===== src/rtl/frac_clk_div.sv =====
module frac_clk_div #(
  parameter int UNIT_CLKS   = 4,
  parameter int LONG_UNITS  = 39,
  parameter int SHORT_UNITS = 38,
  parameter int IDX_W       = 16,
  parameter int LONG_HALVES = 9632
) (
  input  logic clk,
  input  logic rst,
  output logic wave_out,
  output logic frame_start,
  output logic mon_1hz
);
  localparam int LONG_CLKS  = UNIT_CLKS * LONG_UNITS;
  localparam int SHORT_CLKS = UNIT_CLKS * SHORT_UNITS;
  localparam int CNT_W      = $clog2(LONG_CLKS);
  localparam logic [CNT_W-1:0] LONG_LD  = CNT_W'(LONG_CLKS - 1);
  localparam logic [CNT_W-1:0] SHORT_LD = CNT_W'(SHORT_CLKS - 1);
  localparam logic [IDX_W-1:0] LONG_LIM = IDX_W'(LONG_HALVES);

  logic [CNT_W-1:0] cnt;
  logic [IDX_W-1:0] idx;
  logic [IDX_W-1:0] idx_nxt;
  logic             last;

  assign last    = (cnt == '0);
  assign idx_nxt = idx + IDX_W'(1);
  assign mon_1hz = idx[IDX_W-1];

  always_ff @(posedge clk) begin
    if (rst) begin
      cnt         <= LONG_LD;
      idx         <= '0;
      wave_out    <= 1'b0;
      frame_start <= 1'b0;
    end else begin
      frame_start <= 1'b0;
      if (last) begin
        wave_out    <= ~wave_out;
        idx         <= idx_nxt;
        cnt         <= (idx_nxt < LONG_LIM) ? LONG_LD : SHORT_LD;
        frame_start <= &idx;
      end else begin
        cnt <= cnt - CNT_W'(1);
      end
    end
  end
endmodule


===== config.mk =====
export PLATFORM = sky130hd
export DESIGN_NAME = frac_clk_div
export DESIGN_NICKNAME = d
export VERILOG_FILES = /design/src/rtl/frac_clk_div.sv
export SDC_FILE = /design/constraint.sdc
export NUM_CORES = 1
export LEC_CHECK = 0
export ABC_AREA = 0
export BUFFER_PORTS_ARGS = -buffer_cell sky130_fd_sc_hd__buf_2
export CAP_MARGIN = 15
export CORE_MARGIN = 2
export CORE_UTILIZATION = 55
export DETAILED_ROUTE_END_ITERATION = 10
export HOLD_SLACK_MARGIN = 0.1
export PLACE_DENSITY = 0.72
export SLEW_MARGIN = 40
export SYNTH_ARGS = -nofsm -noshare
export SYNTH_HDL_FRONTEND = slang
export SYNTH_SLANG_ARGS = --single-unit

===== constraint.sdc =====
create_clock -name clk -period 2.9 [get_ports clk]
set_input_delay 0.145 -clock clk [delete_from_list [all_inputs] [get_ports clk]]
set_output_delay 0.145 -clock clk [all_outputs]
set_load 0.02 [all_outputs]

* Yosys cells after proc, flatten, opt, wreduce, memory -nomap -nowiden *
Index checks and enable logic that the tools add are counted.

word-level totals
  register bits after elaboration = 26
  output and inout port bits = 3

cells by class
  add/sub/neg operators = 2
  order comparisons = 1
  mux-type cells = 2
  bitwise operators = 2
  reduce and logical (&&, ||, !) cells = 3

operators with widths
  cell                                                   count
  adder 16 x 1 -> 16 bit (second input constant)         1
  < comparator 16 x 14 -> 1 bit (second input constant)  1
  AND reduction 16 bit                                   1
  zero test 8 bit                                        1
  2-to-1 mux 8 bit                                       1
  subtractor 8 x 1 -> 8 bit (second input constant)      1
  2-to-1 mux 4 bit                                       1
  NOT 1 bit                                              2
  OR reduction 2 bit                                     1

* Depth between registers and ports, before layout *
Gate-level depths: netlist (run 1).

  word-level depth = 4
  depth in mapped cells = 8
  mapped depth without buffers = 8

* Least setup slack after synthesis (run 1) *
No wires, ideal clock.

  kind = register to register
  start = reg idx[4]
  end = reg cnt[3]
  setup time = 0.057 ns
  data arrival time = 1.971 ns
  required time = 2.843 ns
  path slack = 0.872 ns
  stages on the path, launching flop included = 8
  buffers on the path = 1
  period minus slack after synthesis = 2.028 ns
  path through = dfxtp_1 clkbuf_2 nand3_2 nand2b_1 or4_1 a311o_1 a311oi_2 or3_1

on the way
  word-level cells in the longest chain between the ends = 4

RTL lines
  what                           line  text
  from (decl)                    22    logic [IDX_W-1:0] idx;
  from (signal assigned)         40    idx <= idx_nxt;
  adder 16 x 1 -> 16 bit         27    assign idx_nxt = idx + IDX_W'(1);
  < comparator 16 x 14 -> 1 bit  41    cnt <= (idx_nxt < LONG_LIM) ? LONG_LD : SHORT_LD;
  2-to-1 mux 4 bit               41
  2-to-1 mux 8 bit               38    if (last) begin
  to (signal assigned)           41
  to (signal assigned)           44    cnt <= cnt - CNT_W'(1);
  to (decl)                      21    logic [CNT_W-1:0] cnt;

No other way between the ends.
A chain may end at the register's enable or synchronous reset.

* Worst setup path after layout (run 1) *
  start = reg idx[4]
  end = reg cnt[2]

The elaborated chain is that of the path after synthesis.

==> reports/results.txt, run 1 <==
crit path max fanout: 9
Reg-to-Reg Start: idx[4]$_SDFFE_PP0P_
Leak: 0.496 nW
pin count of the biggest net entering global routing: 26
Worst Path Required: 3100 ps
Tcrit/Tclk final: 75.8%
worst stage delay on the critical path: 480 ps
Cell variety after synth: 38
H-tree levels: 1
Post-synth ARST share: 0%
DR iter-0 viols: 18
final setup margin: 703 ps
PwrDens: 382 nW/um^2
Main synth FF type: dfxtp_1
DRC errors left: 0
hold path endpoint: idx[14]$_SDFFE_PP0P_
CP arrival: 2400 ps
CP endpoint kind: flop
I/O pin cnt: 5
Clk Latency, worst-skew pair: 310 ps
Reg-to-Reg End: cnt[2]$_SDFF_PP0_
Setup TNS: 0 ps
Slew @ Worst Pin: 412 ps
crit-path leading delay family: simple AND/OR/NAND/NOR gates
clock tree root buffer cell: clkbuf_4
crit path launch: idx[4]$_SDFFE_PP0P_
Bufs and invs on worst path: 0
vias: 1087
worst-path cell chain: nand3_2, nand2b_1, or4_1, a311o_1, a311oi_2, nor3_1
syn avg cell area: 8.40 um^2
final setup vio count: 0
Gate Count Post-Synth: 158
slowest CP cell: or4_1
first-pass GRT wire length: 4.12 mm
Hold Path Class: primary input to flop
clock skew: 2.68 ps
final WL: 2.38 mm
status: finished, final reports clean
Yosys reg bits: 26
count of flip-flops with a built-in enable after synthesis: 0
count of warnings emitted by yosys: 0
Die Wd: 53.1 um
post-CTS repair timing setup buffer count: 0
TritonRoute pass-1 iters: 4
Hold Path Cell Cnt: 2
multi-input combinational cell area: 767 um^2
Setup crit start kind: flop
hold path startpoint: rst
drt wl/cell: 12.5 um
post-DP HPWL: 1.76 mm
share of cells above drive strength 1: 8.02%
antenna violations before repair: 0
sequential cell area: 520 um^2
core area: 2250 um^2
post-synthesis sequential area ratio: 39.2%
Hold-fix buffers, CTS: 0
FF-to-FF path depth: 6
Mapped Area: 1330 um^2
grt total ovfl: 0
post_cts resized: 0
# Max-Cap Violations: 0
row count: 17
critical path class: flop to flop
number of routed nets with antenna violations: 0
number of global-route vias before repair: 987
area grow syn2layout: 5.09%
IO Port Bufs: 4
fill count: 207
commonest non-fill, non-tap cells in the layout: 35 x nor2_1, 26 x dfxtp_1, 12 x xnor2_1, 12 x xor2_1, 10 x nand2_1
relative slew slack: 72.5%
min Tclk post-route: 2200 ps
worst slack at placement: 720 ps
CTS Buf Count: 3
final estimated routing congestion in global placement: 0.916
CTS tree: built
Initial Util: 58.9%
CTS Sinks: 26
Layout Nets: 168
fmax: 455 MHz
net count after synthesis: 162
Worst-path clk slew: 130 ps
die height: 53.1 um
total power: 533 uW
most common cell after layout, fill and taps aside: nor2_1
Die ar.: 2820 um^2
max-slew violation count: 0
RSZ-0062 raised after global routing: false
Hold Fails Final Rpt: 0
DR vias/cell: 5.72
worst reg-to-reg setup slack: 700 ps
Bufs on Longest Clock Path: 2
total global-route track usage: 20.3%
ant diodes: 0
peak supply drop: 0.000449 V
-- logic make-up after synthesis --
| logic type | Yosys count | share of synthesized area, % |
|---|---|---|
| compound gates | 12 | 7.35 |
| xor+xnor | 24 | 15.8 |
| fa+ha+maj | 2 | 1.88 |
| buf+inv | 10 | 3.02 |
| flops | 26 | 39.2 |
| mux | 2 | 1.51 |
| simple gates | 82 | 31.2 |
-- sequential cells by signal, indices dropped and copies added (netlist names) --
register,count
cnt,8
wave_out,1
idx,16
frame_start,1
-- where the power goes --
group / internal (mW) / switching (mW)
registers: 0.362 / 0.00404
logic: 0.00684 / 0.0116
clock network: 0.0486 / 0.100
-- worst max path at each step --
stage	cells after the start	slack (ps)	to
CTS	6	700	cnt[3]$_SDFF_PP1_
finish	6	700	cnt[2]$_SDFF_PP0_
detailed placement	6	720	cnt[2]$_SDFF_PP0_
global placement	6	810	cnt[2]$_SDFF_PP0_
global route	7	520	cnt[3]$_SDFF_PP1_
floorplan	7	870	cnt[3]$_SDFF_PP1_
-- worst reg2reg max path, cell delays in order, from the launching register on --
cell and delay (ps):
dfxtp_1 460, nand3_2 190, nand2b_1 240, or4_1 480, a311o_1 370, a311oi_2 270
nor3_1 70
-- final cells by class --
class                   instances  share of cell area [%]
clock buffers                   3                    1.61
inverters                       6                    1.61
multi-input cells             122                    55.0
flip-flops and latches         26                    37.3
well taps                      28                    2.51
repair buffers                  5                    1.97
-- per-layer routing --
| metal | share of wire (%) | routed length [um] | GRT usage [%] | vias up |
|---|---|---|---|---|
| met5 | 0 | 0 | 0 | - |
| met1 | 46 | 1100 | 24.1 | 509 |
| li1 | - | - | - | 549 |
| met2 | 48 | 1150 | 35.0 | 25 |
| met3 | 4.2 | 100 | 5.08 | 4 |
| met4 | 1.5 | 35 | 7.26 | 0 |
-- cells in the mapped netlist, drive strengths merged (3+ instances only) --
cell type | count | share of area [%]
nor3 | 8 | 3.0
nand4 | 6 | 2.8
nor2 | 35 | 9.9
nor4 | 3 | 2.5
clkbuf | 3 | 0.94
inv | 6 | 1.7
xnor2 | 12 | 7.9
nand2 | 10 | 2.8
nand3 | 7 | 3.0
xor2 | 12 | 7.9
dfxtp | 26 | 39
-- per-stage QoR --
step           util (%)  std cells  hold WS, ps  cell area [um^2]
2_1_floorplan         -        158          223              1330
3_3_place_gp       60.9        187          394              1370
3_5_place_dp       60.9        187          413              1370
4_1_cts            61.9        190          234              1400
5_1_grt            61.9        190          243              1400
6_report           61.9        190          228              1400
No activity file was read; power rests on OpenSTA's default activity.
==> run 2: changes to the inputs <==
==> constraint.sdc (replaced) <==
create_clock -name clk -period 2.3 [get_ports clk]
set_input_delay 0.115 -clock clk [delete_from_list [all_inputs] [get_ports clk]]
set_output_delay 0.115 -clock clk [all_outputs]
set_load 0.02 [all_outputs]
==> run 2 against run 1 <==
Against the previous run: cell area is 2.1% higher; clock skew is 1.9 ps higher; final cell count is 1.6% higher; sequential share of layout area is 0.67 points lower; highest routed layer unchanged; first-iteration DRC count stayed put; non-clock buffer count is 3 higher; sequential power is 26% higher.
==> reports/results.txt, run 2 (synthesis gave the netlist of run 1 again) <==
relative slew slack: 72.1%
vias: 1048
RSZ-0062 raised after global routing: false
post-DP HPWL: 1.68 mm
I/O pin cnt: 5
Die ar.: 2820 um^2
CTS Sinks: 26
Worst-path clk slew: 130 ps
CP endpoint kind: flop
Worst Path Required: 2510 ps
fill count: 222
PwrDens: 475 nW/um^2
CTS Buf Count: 3
share of cells above drive strength 1: 10.9%
Initial Util: 58.9%
final estimated routing congestion in global placement: 0.910
area grow syn2layout: 7.26%
pin count of the biggest net entering global routing: 26
grt total ovfl: 0
total global-route track usage: 20.4%
worst reg-to-reg setup slack: 170 ps
CP arrival: 2340 ps
TritonRoute pass-1 iters: 4
ant diodes: 0
max-slew violation count: 0
DR iter-0 viols: 18
first-pass GRT wire length: 4.18 mm
DRC errors left: 0
post-CTS repair timing setup buffer count: 0
Leak: 0.510 nW
Setup crit start kind: flop
H-tree levels: 1
drt wl/cell: 12.6 um
commonest non-fill, non-tap cells in the layout: 35 x nor2_1, 25 x dfxtp_1, 12 x xnor2_1, 12 x xor2_1, 10 x nand2_1
IO Port Bufs: 4
status: finished, final reports clean
Largest regs: idx x16, cnt x8
max FFs per register: 16
DR vias/cell: 5.43
die height: 53.1 um
CTS tree: built
Hold Path Class: primary input to flop
min Tclk post-route: 2130 ps
Slew @ Worst Pin: 418 ps
peak supply drop: 0.000342 V
Layout Nets: 171
Bufs on Longest Clock Path: 2
fmax: 469 MHz
# Max-Cap Violations: 0
Reg with most FFs: idx
clock skew: 4.62 ps
number of global-route vias before repair: 979
core area: 2250 um^2
WHS: 196 ps
number of routed nets with antenna violations: 0
antenna violations before repair: 0
Tcrit/Tclk final: 92.8%
critical path class: flop to flop
clock tree root buffer cell: clkbuf_4
final WL: 2.43 mm
Hold Fails Final Rpt: 0
Setup TNS: 0 ps
most common cell after layout, fill and taps aside: nor2_1
Layout Utilization: 63.2%
row count: 17
crit path max fanout: 5
final setup vio count: 0
Clk Latency, worst-skew pair: 320 ps
Die Wd: 53.1 um
## run 2: cell types whose count changed in the layout (fill, tap and decap cells not counted)
| cell | delta |
|---|---|
| nand3_1 | -1 |
| dfxtp_1 | -1 |
| dfxtp_2 | +1 |
| buf_4 | +3 |
| nand3_2 | +1 |
## run 2: routing by layer
metal  up-vias  track usage (%)  share of wire, %  routed length [um]
li1        553                -                 -                   -
met1       482             24.5                50                1210
met2         9             35.4                46                1130
met3         4             5.93               3.0                  72
met4         0             5.13              0.95                  23
met5         -                0                 0                   0
## run 2: through the flow
step | power, mW | std cells | area, um^2 | worst slack [ps]
after floorplan | 0.488 | 158 | 1330 | 272
after global placement | 0.493 | 190 | 1400 | 252
after detailed placement | 0.495 | 190 | 1400 | 176
after CTS | 0.688 | 193 | 1420 | 154
after global routing | 0.709 | 193 | 1420 | 16.7
final | 0.677 | 193 | 1420 | 166
## run 2: cell type report
| type | count | area, um^2 | area share [%] |
|---|---|---|---|
| repair buffers | 8 | 50.0 | 3.51 |
| multi-input cells | 122 | 772 | 54.2 |
| clock buffers | 3 | 22.5 | 1.58 |
| well taps | 28 | 35.0 | 2.46 |
| inverters | 6 | 22.5 | 1.58 |
| flip-flops and latches | 26 | 522 | 36.6 |
## run 2: worst max-delay path, cell delays in order, from the launching register on
cell	delay (ps)
dfxtp_1	430
and4_1	280
nand2b_1	120
or4_1	480
a311o_1	370
a311oi_2	270
nor3_1	80
## run 2: power by group
| group | total, mW | switching, mW | leakage (nW) | internal (mW) |
|---|---|---|---|---|
| combinational | 0.0233 | 0.0146 | 0.286 | 0.00870 |
| sequential | 0.461 | 0.00502 | 0.211 | 0.456 |
| clock | 0.192 | 0.131 | 0.0138 | 0.0614 |
## run 2: worst paths after layout
kind | startpoint | to | depth (start not counted)
max | idx[0]$_SDFFE_PP0P_ | cnt[2]$_SDFF_PP0_ | 6
min | rst | idx[12]$_SDFFE_PP0P_ | 2
max reg2reg | idx[0]$_SDFFE_PP0P_ | cnt[2]$_SDFF_PP0_ | 6
min reg2reg | cnt[0]$_SDFF_PP1_ | cnt[0]$_SDFF_PP1_ | 1
## run 2: repair_timing
item	CTS	global route
hold buffers	0	0
setup endpoints to repair	0	2
hold endpoints to repair	0	0
gates resized for setup	0	2
